<file path="src/rtl/bcd2b_pkg.sv">
package bcd2b_pkg;
   typedef enum logic [1:0] {
      ST_IDLE = 2'd0,
      ST_PASS = 2'd1,
      ST_STEP = 2'd2,
      ST_FIN  = 2'd3
   } conv_state_t;

   function automatic int max_int(input int a, input int b);
      return (a > b) ? a : b;
   endfunction
endpackage

</file>
<file path="src/rtl/bcd_nibble_check.sv">
module bcd_nibble_check #(
   parameter int DIGITS = 10
) (
   input  logic [4*DIGITS-1:0] field,
   output logic                any_bad
);
   logic [DIGITS-1:0] bad;

   for (genvar g = 0; g < DIGITS; g++) begin : g_nib
      assign bad[g] = (field[4*g +: 4] > 4'd9);
   end

   assign any_bad = |bad;
endmodule

</file>
<file path="src/rtl/bcd_msd_find.sv">
module bcd_msd_find #(
   parameter int DIGITS = 10,
   parameter bit SHRINK = 1'b1,
   parameter int IDX_W  = $clog2(DIGITS)
) (
   input  logic [4*DIGITS-1:0] field,
   output logic [IDX_W-1:0]    msd_idx,
   output logic                nonzero
);
   assign nonzero = |field;

   if (SHRINK) begin : g_shrink
      always_comb begin
         msd_idx = '0;
         for (int i = 0; i < DIGITS; i++) begin
            if (field[4*i +: 4] != 4'd0) msd_idx = IDX_W'(i);
         end
      end
   end else begin : g_full
      assign msd_idx = IDX_W'(DIGITS - 1);
   end
endmodule

</file>
<file path="src/rtl/bcd_div16_step.sv">
module bcd_div16_step (
   input  logic [3:0] rem_in,
   input  logic [3:0] digit,
   output logic [3:0] quot,
   output logic [3:0] rem_out
);
   logic [7:0] partial;

   assign partial = ({4'd0, rem_in} << 3) + ({4'd0, rem_in} << 1) + {4'd0, digit};
   assign quot    = partial[7:4];
   assign rem_out = partial[3:0];
endmodule

</file>
<file path="src/rtl/bcd_to_bin_serial.sv">
module bcd_to_bin_serial
   import bcd2b_pkg::*;
#(
   parameter int DIGITS = 10,
   parameter int OUT_W  = 32,
   parameter bit SHRINK = 1'b1
) (
   input  logic                clk,
   input  logic                rst_n,
   input  logic                start,
   input  logic [4*DIGITS-1:0] bcd_in,
   output logic                ready,
   output logic                done,
   output logic [OUT_W-1:0]    bin_out,
   output logic                overflow,
   output logic                invalid
);
   localparam int NHEX  = OUT_W / 4;
   localparam int IDX_W = $clog2(DIGITS);
   localparam int MAXP  = max_int(DIGITS, NHEX) + 1;
   localparam int HEX_W = $clog2(MAXP + 1);

   if (DIGITS < 2) begin : g_chk_digits
      $error("DIGITS must be at least 2");
   end
   if ((OUT_W % 4) != 0 || OUT_W < 4) begin : g_chk_width
      $error("OUT_W must be a positive multiple of 4");
   end

   conv_state_t          state_q;
   logic [4*DIGITS-1:0]  field_q;
   logic [3:0]           rem_q;
   logic [IDX_W-1:0]     pos_q;
   logic [HEX_W-1:0]     hex_q;
   logic [OUT_W-1:0]     result_q;
   logic                 ovf_q;
   logic                 inv_q;

   logic                 in_bad;
   logic [IDX_W-1:0]     msd_idx;
   logic                 field_nz;
   logic [3:0]           cur_digit;
   logic [3:0]           quot;
   logic [3:0]           rem_nx;

   bcd_nibble_check #(.DIGITS(DIGITS)) u_check (
      .field   (bcd_in),
      .any_bad (in_bad)
   );

   bcd_msd_find #(.DIGITS(DIGITS), .SHRINK(SHRINK), .IDX_W(IDX_W)) u_msd (
      .field   (field_q),
      .msd_idx (msd_idx),
      .nonzero (field_nz)
   );

   assign cur_digit = field_q[4*pos_q +: 4];

   bcd_div16_step u_step (
      .rem_in  (rem_q),
      .digit   (cur_digit),
      .quot    (quot),
      .rem_out (rem_nx)
   );

   always_ff @(posedge clk or negedge rst_n) begin
      if (!rst_n) begin
         state_q  <= ST_IDLE;
         field_q  <= '0;
         rem_q    <= '0;
         pos_q    <= '0;
         hex_q    <= '0;
         result_q <= '0;
         ovf_q    <= 1'b0;
         inv_q    <= 1'b0;
      end else begin
         unique case (state_q)
            ST_IDLE: begin
               if (start) begin
                  field_q  <= bcd_in;
                  result_q <= '0;
                  ovf_q    <= 1'b0;
                  inv_q    <= in_bad;
                  hex_q    <= '0;
                  state_q  <= in_bad ? ST_FIN : ST_PASS;
               end
            end
            ST_PASS: begin
               if (!field_nz) begin
                  state_q <= ST_FIN;
               end else begin
                  pos_q   <= msd_idx;
                  rem_q   <= '0;
                  state_q <= ST_STEP;
               end
            end
            ST_STEP: begin
               field_q[4*pos_q +: 4] <= quot;
               rem_q                 <= rem_nx;
               if (pos_q == '0) begin
                  for (int h = 0; h < NHEX; h++) begin
                     if (hex_q == HEX_W'(h)) result_q[4*h +: 4] <= rem_nx;
                  end
                  if (hex_q >= HEX_W'(NHEX) && rem_nx != 4'd0) ovf_q <= 1'b1;
                  if (hex_q != {HEX_W{1'b1}}) hex_q <= hex_q + 1'b1;
                  state_q <= ST_PASS;
               end else begin
                  pos_q <= pos_q - 1'b1;
               end
            end
            ST_FIN: state_q <= ST_IDLE;
            default: state_q <= ST_IDLE;
         endcase
      end
   end

   assign ready    = (state_q == ST_IDLE);
   assign done     = (state_q == ST_FIN);
   assign bin_out  = result_q;
   assign overflow = ovf_q;
   assign invalid  = inv_q;

   assert_accept_R2: assert property (@(posedge clk) disable iff (!rst_n)
      (start && ready) |=> !ready);

   assert_done_pulse_R7: assert property (@(posedge clk) disable iff (!rst_n)
      done |=> (!done && ready));

   assert_hold_result_R7: assert property (@(posedge clk) disable iff (!rst_n)
      (ready && !start) |=> ($stable(bin_out) && $stable(overflow) && $stable(invalid)));

   assert_reject_clean_R5: assert property (@(posedge clk) disable iff (!rst_n)
      (done && invalid) |-> (bin_out == '0 && !overflow));

   assert_digit_range_R3: assert property (@(posedge clk) disable iff (!rst_n)
      (state_q == ST_STEP) |-> (cur_digit <= 4'd9 && quot <= 4'd9));

   assert_busy_ignores_start_R8: assert property (@(posedge clk) disable iff (!rst_n)
      (start && !ready && !done) |=> !ready);
endmodule

</file>
<file path="config.mk">
export PLATFORM = sky130hd
export DESIGN_NAME = bcd_to_bin_serial
export DESIGN_NICKNAME = d
export VERILOG_FILES = /design/src/rtl/bcd2b_pkg.sv /design/src/rtl/bcd_nibble_check.sv /design/src/rtl/bcd_msd_find.sv /design/src/rtl/bcd_div16_step.sv /design/src/rtl/bcd_to_bin_serial.sv
export SDC_FILE = /design/constraint.sdc
export NUM_CORES = 1
export LEC_CHECK = 0
export ABC_AREA = 1
export BUFFER_PORTS_ARGS = -buffer_cell sky130_fd_sc_hd__buf_4
export CELL_PAD_IN_SITES_DETAIL_PLACEMENT = 1
export CELL_PAD_IN_SITES_GLOBAL_PLACEMENT = 1
export CORE_MARGIN = 2
export CORE_UTILIZATION = 35
export DETAILED_ROUTE_END_ITERATION = 8
export HOLD_SLACK_MARGIN = 0.12
export PLACE_DENSITY = 0.67
export SETUP_SLACK_MARGIN = 0.4
export SLEW_MARGIN = 20
export SYNTH_ARGS = -nofsm -noshare
export SYNTH_HDL_FRONTEND = slang
export SYNTH_HIERARCHICAL = 1
export SYNTH_SLANG_ARGS = --single-unit
</file>
<file path="constraint.sdc">
create_clock -name clk -period 5.65 [get_ports clk]
set_clock_uncertainty 0.2 [all_clocks]
set_input_delay 0.565 -clock clk [delete_from_list [all_inputs] [get_ports clk]]
set_output_delay 0.565 -clock clk [all_outputs]
set_load 0.02 [all_outputs]
</file>
======== Word-level counts from Yosys, hierarchy flattened ========
Cells that the tools add are included.
word-level totals
  register bits ........................... 88
  input port bits ......................... 43
  output and inout bits ................... 36
cells by class
  add/sub/neg operators ................... 5
  $lt $le $gt $ge ......................... 11
  equality and inequality tests ........... 25
  shift-type cells ........................ 3
  mux-type cells .......................... 41
  reductions and logical operators ........ 33
operator list
  kind                       count
  $pmux W40 S2               1
  $mux W32                   2
  $mux W4                    16
  $pmux W32 S2               1
  $bwmux W40                 1
  $gt A4 B4 Y1 const B       10
  $mux W40                   1
  $reduce_and A4 Y1          10
  $reduce_bool A4 Y1         10
  $reduce_or A40 Y1          1
  $shift A4 B34 Y40 const A  1
  $shiftx A4 B34 Y40         1
  $shiftx A40 B7 Y4          1
  $neg A6 Y34                1
  $ne A2 B2 Y1 const B       14
  $pmux W4 S2                3
  $eq A4 B3 Y1 const B       4
  $mux W3                    4
  $mux W2                    5
  $reduce_or A10 Y1          1
  $add A7 B5 Y8              1
  $add A8 B4 Y8              1
  $eq A4 B2 Y1 const B       2
  $logic_not A4 Y1           2
  15 further kinds           24

======== Logic depth before layout (Yosys ltp) ========
Gate-level depths: netlist of run 1.
  depth in word-level cells ............... 12
  gate-level depth with buffers ........... 23
  gate-level depth less buffers ........... 21

======== Hierarchy ========
Netlist of run 1, hierarchy kept.
modules (own cells, without submodules)
  module             instances  cells each  area each (um2)
  bcd_to_bin_serial  1          705         5183.7
  bcd_div16_step     1          44          279.0
  bcd_msd_find       1          54          229.0
  bcd_nibble_check   1          18          83.8

======== Least setup slack after synthesis of run 1 ========
No wires, ideal clock.
  path type ............................... reg2reg
  from .................................... register pos_q[0]
  to ...................................... register field_q[6]
  arrival time ............................ 3.000 ns
  path slack .............................. 2.386 ns
  cell stages (with the launch flop) ...... 22
  path buffers ............................ 2
  clock period less this slack ............ 3.264 ns
  path through ............................ dfrtp_1 -> buf_2 -> clkbuf_1 -> a21oi_1 -> o21ai_0 -> o211ai_1 -> nand3_1 -> o21ai_0 -> fa_1 -> inv_1 -> fa_1 -> inv_1 -> nand2_1 -> nand2_1 -> nand3_1 -> nand2_1 -> inv_1 -> nor2_1 -> nand2_1 -> o21ai_1 -> nand2_1 -> nand2_1
on the way
  cells in the longest elaborated chain, start to end .. 5
  elaborated cells on any way between the ends .. 7
  classes of those cells .................. add/sub: 2; shift: 3; mux: 2
ends and longest elaborated chain
  what                            line                      text
  start: declaration              bcd_to_bin_serial.sv:33   logic [IDX_W-1:0] pos_q;
  start signal: assignment        bcd_to_bin_serial.sv:92   pos_q <= msd_idx;
  start signal: assignment        bcd_to_bin_serial.sv:108  pos_q <= pos_q - 1'b1;
  $shiftx A40 B7 Y4               bcd_to_bin_serial.sv:57   assign cur_digit = field_q[4*pos_q +: 4];
  via cur_digit[3]                bcd_to_bin_serial.sv:42   logic [3:0] cur_digit;
  $add A8 B4 Y8                   bcd_div16_step.sv:9       assign partial = ({4'd0, rem_in} << 3) + ({4'd0, rem_in} << 1) + {4'd0, digit};
  via quot[2]                     bcd_to_bin_serial.sv:43   logic [3:0] quot;
  $shiftx A4 B34 Y40              bcd_to_bin_serial.sv:98   field_q[4*pos_q +: 4] <= quot;
  $bwmux W40                      bcd_to_bin_serial.sv:98
  $pmux W40 S2                    bcd_to_bin_serial.sv:77   unique case (state_q)
  end signal: assignment          bcd_to_bin_serial.sv:80   field_q <= bcd_in;
  end signal: indexed assignment  bcd_to_bin_serial.sv:98
  end: declaration                bcd_to_bin_serial.sv:31   logic [4*DIGITS-1:0] field_q;
The timed path passes the listed nets, and every way through them passes these cells.
A chain may end at the register's enable or synchronous reset.

======== Worst setup path in the final report of run 1 ========
  from .................................... register pos_q[0]
  to ...................................... register field_q[28]
The elaborated chain is that of the path after synthesis.

==> results of run 1 <==
## registers in the layout, indices dropped and copies added (netlist names)
| signal | cells |
|---|---|
| state_q | 2 |
| rem_q | 4 |
| field_q | 40 |
| hex_q | 4 |
| invalid | 1 |
| pos_q | 4 |
| overflow | 1 |
| bin_out | 32 |
## repair_timing
item / in CTS / in global routing
hold buffers: 1 / 0
resized for setup: 0 / 0
hold endpoints to repair: 30 / 0
## cells in the mapped netlist, types with 2 or more instances
| master | number |
|---|---|
| a21oi_1 | 9 |
| and2_1 | 2 |
| and3_1 | 2 |
| buf_2 | 10 |
| buf_4 | 5 |
| clkbuf_1 | 8 |
| dfrtp_1 | 88 |
| fa_1 | 2 |
| ha_1 | 14 |
| inv_1 | 50 |
| inv_2 | 8 |
| inv_4 | 3 |
| mux2i_1 | 4 |
| nand2_1 | 307 |
| nand2_2 | 11 |
| nand2_4 | 6 |
| nand3_1 | 68 |
| nand3_4 | 5 |
| nand3b_1 | 2 |
| nand4_1 | 5 |
| nor2_1 | 76 |
| nor2_2 | 4 |
| nor2_4 | 9 |
| nor3_1 | 4 |
| nor4_1 | 2 |
| o211ai_1 | 9 |
| o21ai_0 | 67 |
| o21ai_1 | 26 |
| o21ai_2 | 2 |
## per-layer routing
layer	share of wire [%]	vias to the layer above
li1	-	2780
met5	0	-
met2	46	112
met4	1.4	0
met3	3.8	22
met1	49	2801
## cell type report
| class | count | area, µm² | area share [%] |
|---|---|---|---|
| Multi-Input combinational cell | 647 | 3200 | 47.0 |
| Sequential cell | 88 | 2200 | 32.3 |
| Timing Repair Buffer | 81 | 611 | 8.95 |
| Tap cell | 216 | 270 | 3.96 |
| Clock buffer | 10 | 239 | 3.50 |
| Inverter | 61 | 236 | 3.47 |
| Clock inverter | 6 | 60.1 | 0.880 |
## final timing paths
kind / start / to / slack (ns) / depth (start not counted)
max: pos_q[0]$_DFFE_PN0P_ / field_q[28]$_DFFE_PN0P_ / 1.69 / 16
min: bin_out[4]$_DFFE_PN0P_ / bin_out[4]$_DFFE_PN0P_ / 0.29 / 2
max reg2reg: pos_q[0]$_DFFE_PN0P_ / field_q[28]$_DFFE_PN0P_ / 1.69 / 16
min reg2reg: bin_out[4]$_DFFE_PN0P_ / bin_out[4]$_DFFE_PN0P_ / 0.29 / 2
max in group asynchronous: rst_n / hex_q[0]$_DFFE_PN0P_ / 3.55 / 3
min in group asynchronous: rst_n / bin_out[29]$_DFFE_PN0P_ / 0.51 / 2
## critical path, cell delays in order, from the launching register on
cell and delay, ns:
dfrtp_1 0.38, inv_1 0.55, nor2_1 0.13, o211ai_1 0.27, nand3_1 0.16, o21ai_0 0.14, ha_1 0.16, ha_1 0.19
inv_1 0.07, fa_1 0.41, xnor2_1 0.41, inv_1 0.13, nor2_1 0.30, nand2_1 0.10, o21ai_0 0.17, nand2_1 0.07
nand2_1 0.06
## logic make-up (layout without fill, tap and decap cells)
kind of cell	after synthesis	count (layout)	share of synthesized area, %
buffers and inverters	86	158	6.39
DFF	88	88	38.1
muxes	4	4	0.693
xor gates and xnor gates	2	2	0.303
and+or+nand+nor	507	507	39.5
AOI/OAI and AO/OA	118	118	11.2
adders and majority gates	16	16	3.73
## through the flow
stage               instance area (µm²)  hold WS, ns
finish                             6820        0.293
global route                       6820        0.321
detailed placement                 6510        0.279
CTS                                6820        0.296
floorplan                          5780       0.0694
global placement                   6510        0.267
## power groups by stage
stage	sequential [W]	combinational (W)	clock [W]
floorplan	0.000642	0.00000392	0
detailed placement	0.000642	0.0000472	0
global placement	0.000642	0.0000458	0
global route	0.000629	0.0000521	0.000653
CTS	0.000629	0.0000478	0.000630
finish	0.000629	0.0000468	0.000617
==> flow_summary.yaml, run 1 <==
status:
  status: "complete, no violations"
route:
  drtIter0Drc: 309
  vias: 5715
  drc_errors: 0
  wire_per_inst_um: 18.6
  routed_wl_um: 20600
  drtAntennaViolNets: 0
  routed_via_density: 5.15
  firstDrtPassIters: 5
sta:
  setup_slack_ns: 1.69
  fin_crit_sh_pct: 70.1
  slew_viol_final: 0
  period_needed_ns: 3.96
  fmax_mhz: 252
  worst_slew_pin_slew_ns: 0.805
  fin_setup_tns_ns: 0
  relSlewSlack_pct: 46.3
  hold_violations: 0
  rsz0062_at_grt: "false"
  report.final.setup_viol: 0
global_route:
  use_met3_pct: 3.79
  grt_pass1_vias: 5890
  grtUsageMet1_pct: 34.5
  grt_pass1_wl_um: 32700
  gr-total-overflow: 0
  met2_usage_pct: 38.3
  track_usage_pct: 24.1
  grt_max_degree: 59
  gr-max-usage-layer: "met2"
  antenna_found_initial: 0
power_and_ir_drop:
  finalPower_w: 0.00129
  total_leakage_power_nw: 3.49
  power_frac_comb_pct: 3.6
  p_seq_share_pct: 48.7
  internal_power_w: 0.000972
  power_density_nw_per_um2: 190
  ir_drop_uv: 173
  power.switching_w: 0.000321
  pwr-share-clk_pct: 47.7
  sw_frac_of_total_pct: 24.8
logic_synthesis:
  synth_seq_cells: 88
  ys.warnings.count: 6
  synth_top_area_cell: "dfrtp_1"
  synth_area_leaders: "dfrtp_1 (38%), nand2_1 (20%), nand3_1 (5.9%)"
  syn-cell-area_um2: 5780
  ys_async_sr_fraction_pct: 100
  synth_top_area_share_pct: 38.1
  syn_area_per_cell_um2: 7.03
  ys_types: 42
  synth_cells: 821
  syn_nets: 880
  yosys_most_used_dff: "dfrtp_1"
  synth_edf_count: 0
  yosysSeqAreaShare_pct: 38.1
placement:
  pre_cts_ws_ns: 1.78
  finalWeightedCongestion: 0.913
  io_buffers: 78
  dp_cells: 1092
  hpwlAfterDp_um: 16100
cts:
  cts_made_buffers: 9
  clk_path_buf_depth: 2
  cts_root_buf: "clkbuf_16"
  clk_pin_slew_ns: 0.07
  cts_setup_buffers: 0
  cts.htree.levels: 3
  cts_tree: "done"
  insertion_delay_ns: 0.36
  cts_num_sinks: 88
layout:
  drive_gt1_share_pct: 16.7
  nets: 947
  fill_cells: 2107
  post-route-util_pct: 42.6
  final_cell_mix: "nand2_1 (307), dfrtp_1 (88), buf_4 (80)"
  area_delta_synth_final_pct: 18.1
  mostFrequentLayoutCell: "nand2_1"
  diodes: 0
  final_cells: 1109
floorplanning:
  rows: 46
  die_w_um: 132
  ios: 79
  initial_core_util_pct: 36.1
  core-area_um2: 16000
  die_area_um2: 17500
  dieHeight_um: 132
setup_path:
  crit_arrival_ns: 4.06
  critPathMaxFanout: 21
  critPathKind: "reg -> reg"
  endpoint_kind: "flip-flop"
  critPathRequiredTime_ns: 5.75
  cp-start-kind: "flip-flop"
worst_hold_path:
  hold_class: "reg -> reg"
job:
  cap_violations: 0
(Power assumes the default switching activity.)
==> run 2: changes to the inputs <==
--- a/config.mk
+++ b/config.mk
@@ -5,7 +5,7 @@
 export SDC_FILE = /design/constraint.sdc
 export NUM_CORES = 1
 export LEC_CHECK = 0
-export ABC_AREA = 1
+export ABC_AREA = 0
 export BUFFER_PORTS_ARGS = -buffer_cell sky130_fd_sc_hd__buf_4
 export CELL_PAD_IN_SITES_DETAIL_PLACEMENT = 1
 export CELL_PAD_IN_SITES_GLOBAL_PLACEMENT = 1
@@ -13,7 +13,7 @@
 export CORE_UTILIZATION = 35
 export DETAILED_ROUTE_END_ITERATION = 8
 export HOLD_SLACK_MARGIN = 0.12
-export PLACE_DENSITY = 0.67
+export PLACE_DENSITY = 0.64
 export SETUP_SLACK_MARGIN = 0.4
 export SLEW_MARGIN = 20
 export SYNTH_ARGS = -nofsm -noshare
==> constraint.sdc (replaced) <==
create_clock -name clk -period 4 [get_ports clk]
set_clock_uncertainty 0.2 [all_clocks]
set_input_delay 0.4 -clock clk [delete_from_list [all_inputs] [get_ports clk]]
set_output_delay 0.4 -clock clk [all_outputs]
set_load 0.02 [all_outputs]
==> flow_summary.yaml, run 2 <==
cts:
  clk_path_buf_depth: 2
  cts_root_buf: "clkbuf_16"
  cts_made_buffers: 9
  clk_pin_slew_ns: 0.07
  cts.htree.levels: 3
  cts_tree: "done"
  insertion_delay_ns: 0.35
  cts_num_sinks: 88
layout:
  diodes: 0
  regMostFlops: "field_q"
  area_delta_synth_final_pct: 24.9
  fill_cells: 1594
  final_cells: 794
  mostFrequentLayoutCell: "nand2_1"
  post-route-util_pct: 44.9
  largest_reg_flops: 40
  drive_gt1_share_pct: 26.7
  nets: 668
  final_cell_mix: "nand2_1 (100), dfrtp_1 (86), buf_4 (86)"
logic_synthesis:
  synth_area_leaders: "dfrtp_1 (44%), nand2_1 (7.6%), mux2i_1 (5.8%)"
  synth_top_area_share_pct: 44.0
  ys_types: 57
  synthMuxAreaShare_pct: 13.0
  synthSimpleGateAreaFrac_pct: 20.5
  syn_nets: 585
  synth_top_family_by_area: "simple AND/OR/NAND/NOR gates"
  syn_area_per_cell_um2: 9.52
  syn-cell-area_um2: 5010
  synth_seq_cells: 88
  synth-adder-area-share_pct: 4.30
  synth.most_common_cell: "nand2_1"
  yosys_most_used_dff: "dfrtp_1"
  yosysSeqAreaShare_pct: 44.0
  yosys-top-cells-count: "nand2_1 (102), dfrtp_1 (88), a21oi_1 (45)"
  synth_xor_area_share_pct: 0.700
  ys.warnings.count: 6
  synth_cells: 526
  synth_edf_count: 0
  synth_top_area_cell: "dfrtp_1"
  synth_compound_area_share_pct: 14.7
  ys_async_sr_fraction_pct: 100
route:
  drc_errors: 0
  vias: 4480
  routed_via_density: 5.64
  wire_per_inst_um: 20.6
  routed_wl_um: 16300
  drtIter0Drc: 267
  firstDrtPassIters: 4
  drtAntennaViolNets: 0
job:
  cap_violations: 0
sta:
  fin_crit_sh_pct: 90.7
  rsz0062_at_grt: "true"
  holdWs_ns: 0.136
  relSlewSlack_pct: 33.2
  report.final.setup_viol: 0
  period_needed_ns: 3.63
  hold_violations: 0
  slew_viol_final: 0
  worst_slew_pin_slew_ns: 0.997
  fmax_mhz: 276
  fin_setup_tns_ns: 0
setup_path:
  reg2reg_from: "pos_q[0]$_DFFE_PN0P_"
  endpoint_kind: "flip-flop"
  crit_slowest_cell: "mux4_2"
  cp_num_buf_inv: 3
  startpoint: "pos_q[0]$_DFFE_PN0P_"
  critPathMaxFanout: 5
  crit_arrival_ns: 3.70
  path_delay_family: "adder cells"
  cp_cell_sequence: "buf_6 -> mux4_2 -> a22oi_2 -> o21ai_1 -> ha_1 -> ha_2 -> inv_1 -> fa_2 -> nand2b_4 -> a21oi_4 -> xor2_2 -> buf_6 -> and2_4 -> a21oi_1 -> o21ai_1"
  critPathKind: "reg -> reg"
  critPathRequiredTime_ns: 4.07
  cp-start-kind: "flip-flop"
  slowest_delay_ns: 0.52
floorplanning:
  die_w_um: 124
  die_area_um2: 15300
  dieHeight_um: 124
  rows: 43
  core-area_um2: 13900
  initial_core_util_pct: 35.9
  ios: 79
placement:
  finalWeightedCongestion: 0.953
  hpwlAfterDp_um: 12100
  io_buffers: 78
  dp_cells: 770
global_route:
  gr-max-usage-layer: "met2"
  grtUsageMet1_pct: 32.4
  gr-total-overflow: 0
  grt_pass1_vias: 4608
  met2_usage_pct: 35.1
  grt_max_degree: 64
  track_usage_pct: 22.6
  antenna_found_initial: 0
  grt_pass1_wl_um: 25800
  use_met3_pct: 3.71
power_and_ir_drop:
  ir_drop_uv: 360
  finalPower_w: 0.00607
  total_leakage_power_nw: 2.91
  power_density_nw_per_um2: 971
status:
  status: "complete, no violations"
worst_hold_path:
  worstHoldStart: "bcd_in[18]"
  hold_class: "in -> reg"
-- run 2: logic make-up (layout without fill, tap and decap cells) --
kind of cell | after synthesis | count (layout)
buffers and inverters | 34 | 122
xor gates and xnor gates | 4 | 4
AOI/OAI and AO/OA | 122 | 122
DFF | 88 | 88
and+or+nand+nor | 209 | 209
muxes | 53 | 53
adders and majority gates | 16 | 16
-- run 2: worst paths after layout --
check                                     endpoint  slack, ns  cells past startpoint
hold reg to reg               overflow$_DFFE_PN0P_       0.31                      2
setup / recovery            field_q[2]$_DFFE_PN0P_       0.37                     15
hold / removal             field_q[18]$_DFFE_PN0P_       0.14                      3
max in group asynchronous     pos_q[1]$_DFFE_PN0P_       2.23                      3
setup reg to reg            field_q[2]$_DFFE_PN0P_       0.37                     15
min in group asynchronous   field_q[3]$_DFFE_PN0P_       0.48                      2
-- run 2: area by class of cell --
cell class / instances / area [µm²] / area share [%]
multi-input combinational: 404 / 2730 / 43.7
sequential: 88 / 2200 / 35.2
timing repair buffer: 95 / 741 / 11.8
clock buffer: 10 / 239 / 3.82
tap: 180 / 225 / 3.60
clock inverter: 6 / 72.6 / 1.16
inverter: 11 / 41.3 / 0.660
-- run 2: through the flow --
step | area [µm²] | worst slack [ns]
2_1_floorplan | 5010 | 0.426
3_3_place_gp | 5790 | 0.207
3_5_place_dp | 5790 | 0.0554
4_1_cts | 6200 | 0.424
5_1_grt | 6250 | 0.237
6_report | 6250 | 0.372
-- run 2: layer usage --
metal  vias up  wire, µm
met5         -         0
met4         0       297
met3        20       640
met2        98      7620
met1      2299      7760
li1       2063         -
-- run 2: worst min-delay path, stage by stage --
cell and delay [ns]:
buf_4 0.10, a21oi_2 0.04, o21ai_1 0.10
-- run 2: timing repair --
| item | in CTS | in global routing |
|---|---|---|
| hold endpoints to repair | 66 | 0 |
| setup buffers | 3 | 0 |
| hold buffers | 5 | 0 |
| gates resized for setup | 9 | 19 |
| setup endpoints to repair | 32 | 33 |
| pin swaps | 0 | 5 |
-- run 2: power breakdown --
| group | internal (W) | switching, W | leakage, nW |
|---|---|---|---|
| clock network | 0.000509 | 0.000381 | 0.150 |
| registers | 0.00124 | 0.000437 | 1.11 |
| logic | 0.00139 | 0.00212 | 1.65 |
==> run 3: changes to the inputs <==
--- a/config.mk
+++ b/config.mk
@@ -6,14 +6,14 @@
 export NUM_CORES = 1
 export LEC_CHECK = 0
 export ABC_AREA = 0
-export BUFFER_PORTS_ARGS = -buffer_cell sky130_fd_sc_hd__buf_4
 export CELL_PAD_IN_SITES_DETAIL_PLACEMENT = 1
 export CELL_PAD_IN_SITES_GLOBAL_PLACEMENT = 1
 export CORE_MARGIN = 2
-export CORE_UTILIZATION = 35
+export CORE_UTILIZATION = 49
 export DETAILED_ROUTE_END_ITERATION = 8
+export DONT_BUFFER_PORTS = 1
 export HOLD_SLACK_MARGIN = 0.12
-export PLACE_DENSITY = 0.64
+export PLACE_DENSITY = 0.78
 export SETUP_SLACK_MARGIN = 0.4
 export SLEW_MARGIN = 20
 export SYNTH_ARGS = -nofsm -noshare
==> flow_summary.yaml, run 3 (synthesized netlist as in run 2, its figures left out) <==
floorplanning:
  initial_core_util_pct: 50.7
  dieHeight_um: 105
  ios: 79
  die_area_um2: 11000
  die_w_um: 105
  core-area_um2: 9860
  rows: 36
placement:
  io_buffers: 0
  dp_cells: 645
  pre_cts_ws_ns: 0.0743
  hpwlAfterDp_um: 11300
  finalWeightedCongestion: 0.902
route:
  drtAntennaViolNets: 0
  wire_per_inst_um: 22.9
  routed_via_density: 6.35
  routed_wl_um: 16200
  vias: 4478
  drc_errors: 0
  firstDrtPassIters: 4
  drtIter0Drc: 232
worst_hold_path:
  worstHoldStart: "bcd_in[20]"
  whs_path_depth: 3
  holdPathEnd: "field_q[20]$_DFFE_PN0P_"
  hold_class: "in -> reg"
global_route:
  antenna_found_initial: 0
  grt_pass1_wl_um: 25800
  grt_max_degree: 89
  grt_pass1_vias: 4668
  gr-total-overflow: 0
  track_usage_pct: 30.2
cts:
  clk_path_buf_depth: 2
  cts_tree: "done"
  clk_pin_slew_ns: 0.11
  cts_made_buffers: 9
  cts_root_buf: "clkbuf_8"
  insertion_delay_ns: 0.37
  cts.htree.levels: 3
  cts_num_sinks: 88
sta:
  worst_slew_pin_slew_ns: 0.987
  fin_setup_tns_ns: 0
  slew_viol_final: 0
  setup_slack_ns: 0.390
  relSlewSlack_pct: 33.3
  report.final.setup_viol: 0
  rsz0062_at_grt: "true"
  hold_violations: 0
  fin_crit_sh_pct: 90.2
  period_needed_ns: 3.61
  fmax_mhz: 277
layout:
  regMostFlops: "field_q"
  post-route-util_pct: 59.4
  diodes: 0
  nets: 626
  largest_reg_flops: 40
  drive_gt1_share_pct: 14.5
  area_delta_synth_final_pct: 17.1
  mostFrequentLayoutCell: "nand2_1"
  final_cells: 705
  fill_cells: 1092
  final_cell_mix: "nand2_1 (101), dfrtp_1 (86), a21oi_1 (44)"
setup_path:
  r2r_cells: 14
  endpoint_kind: "flip-flop"
  reg2reg_from: "pos_q[0]$_DFFE_PN0P_"
  cp-start-kind: "flip-flop"
  startpoint: "pos_q[0]$_DFFE_PN0P_"
  critPathRequiredTime_ns: 4.08
  timing.rr.end: "field_q[38]$_DFFE_PN0P_"
  crit_arrival_ns: 3.69
  critPathKind: "reg -> reg"
  critPathMaxFanout: 4
  r2r_slack_ns: 0.39
power_and_ir_drop:
  ir_drop_uv: 438
  power_density_nw_per_um2: 981
  total_leakage_power_nw: 2.62
status:
  status: "complete, no violations"
job:
  cap_violations: 0
[run 3: cell count changes in the layout (fill, tap and decap cells not counted), moves of 2 or more]
cell,previous run,this run
clkbuf_16,9,0
buf_6,4,1
clkbuf_8,1,10
inv_6,3,1
dlygate4sd3_1,5,41
buf_4,86,10
[run 3: repair_timing]
action / in CTS / in global routing
endpoints found under the setup margin: 18 / 23
pin swaps: 3 / 7
hold endpoints to repair: 129 / 0
resized for setup: 11 / 10
setup buffers: 2 / 0
hold buffers: 42 / 0
[run 3: worst max-delay path by stage]
stage                                         end  slack, ns  depth (start not counted)
after floorplan           field_q[10]$_DFFE_PN0P_       0.43                         13
after global placement     field_q[2]$_DFFE_PN0P_       0.25                         14
after detailed placement  field_q[38]$_DFFE_PN0P_       0.07                         14
after CTS                  field_q[6]$_DFFE_PN0P_       0.40                         14
after global routing      field_q[38]$_DFFE_PN0P_       0.28                         14
final                     field_q[38]$_DFFE_PN0P_       0.39                         14
[run 3: critical path, stage by stage (launching register included)]
cell and delay (ns):
dfrtp_2 0.43, buf_4 0.16, mux4_2 0.52, a22oi_2 0.15
o21ai_1 0.10, ha_1 0.29, ha_2 0.17, inv_1 0.06
fa_2 0.39, nand2b_4 0.16, a21oi_4 0.15, xor2_2 0.24
and2_4 0.21, a21oi_1 0.06, o21ai_1 0.24
[run 3: per-stage QoR]
step / cell area [µm²] / hold slack, ns / total power [W]
floorplan: 5010 / -0.0956 / 0.00374
global placement: 5140 / -0.0927 / 0.00458
detailed placement: 5140 / -0.0923 / 0.00473
CTS: 5830 / 0.128 / 0.00555
global route: 5860 / 0.143 / 0.00611
finish: 5860 / 0.136 / 0.00575
[run 3: area by class of cell]
| type | instances | area [µm²] | share of cell area (%) |
|---|---|---|---|
| clock buffers | 10 | 138 | 2.35 |
| clock inverters | 6 | 75.1 | 1.28 |
| inverters | 11 | 41.3 | 0.705 |
| multi-input cells | 404 | 2710 | 46.3 |
| flip-flops and latches | 88 | 2200 | 37.6 |
| well taps | 133 | 166 | 2.84 |
| repair buffers | 53 | 524 | 8.95 |
[run 3: routing by layer]
metal | GRT usage (%) | part of all wire (%) | vias to the layer above
met5 | 0 | 0 | -
met4 | 6.57 | 1.1 | 0
met3 | 7.80 | 7.9 | 20
met2 | 47.7 | 47 | 174
met1 | 41.9 | 44 | 2296
li1 | - | - | 1988
[run 3: power breakdown]
group / internal, W / switching, W / total, W
logic: 0.00127 / 0.00203 / 0.00330
clock network: 0.000315 / 0.000355 / 0.000670
registers: 0.00124 / 0.000539 / 0.00178
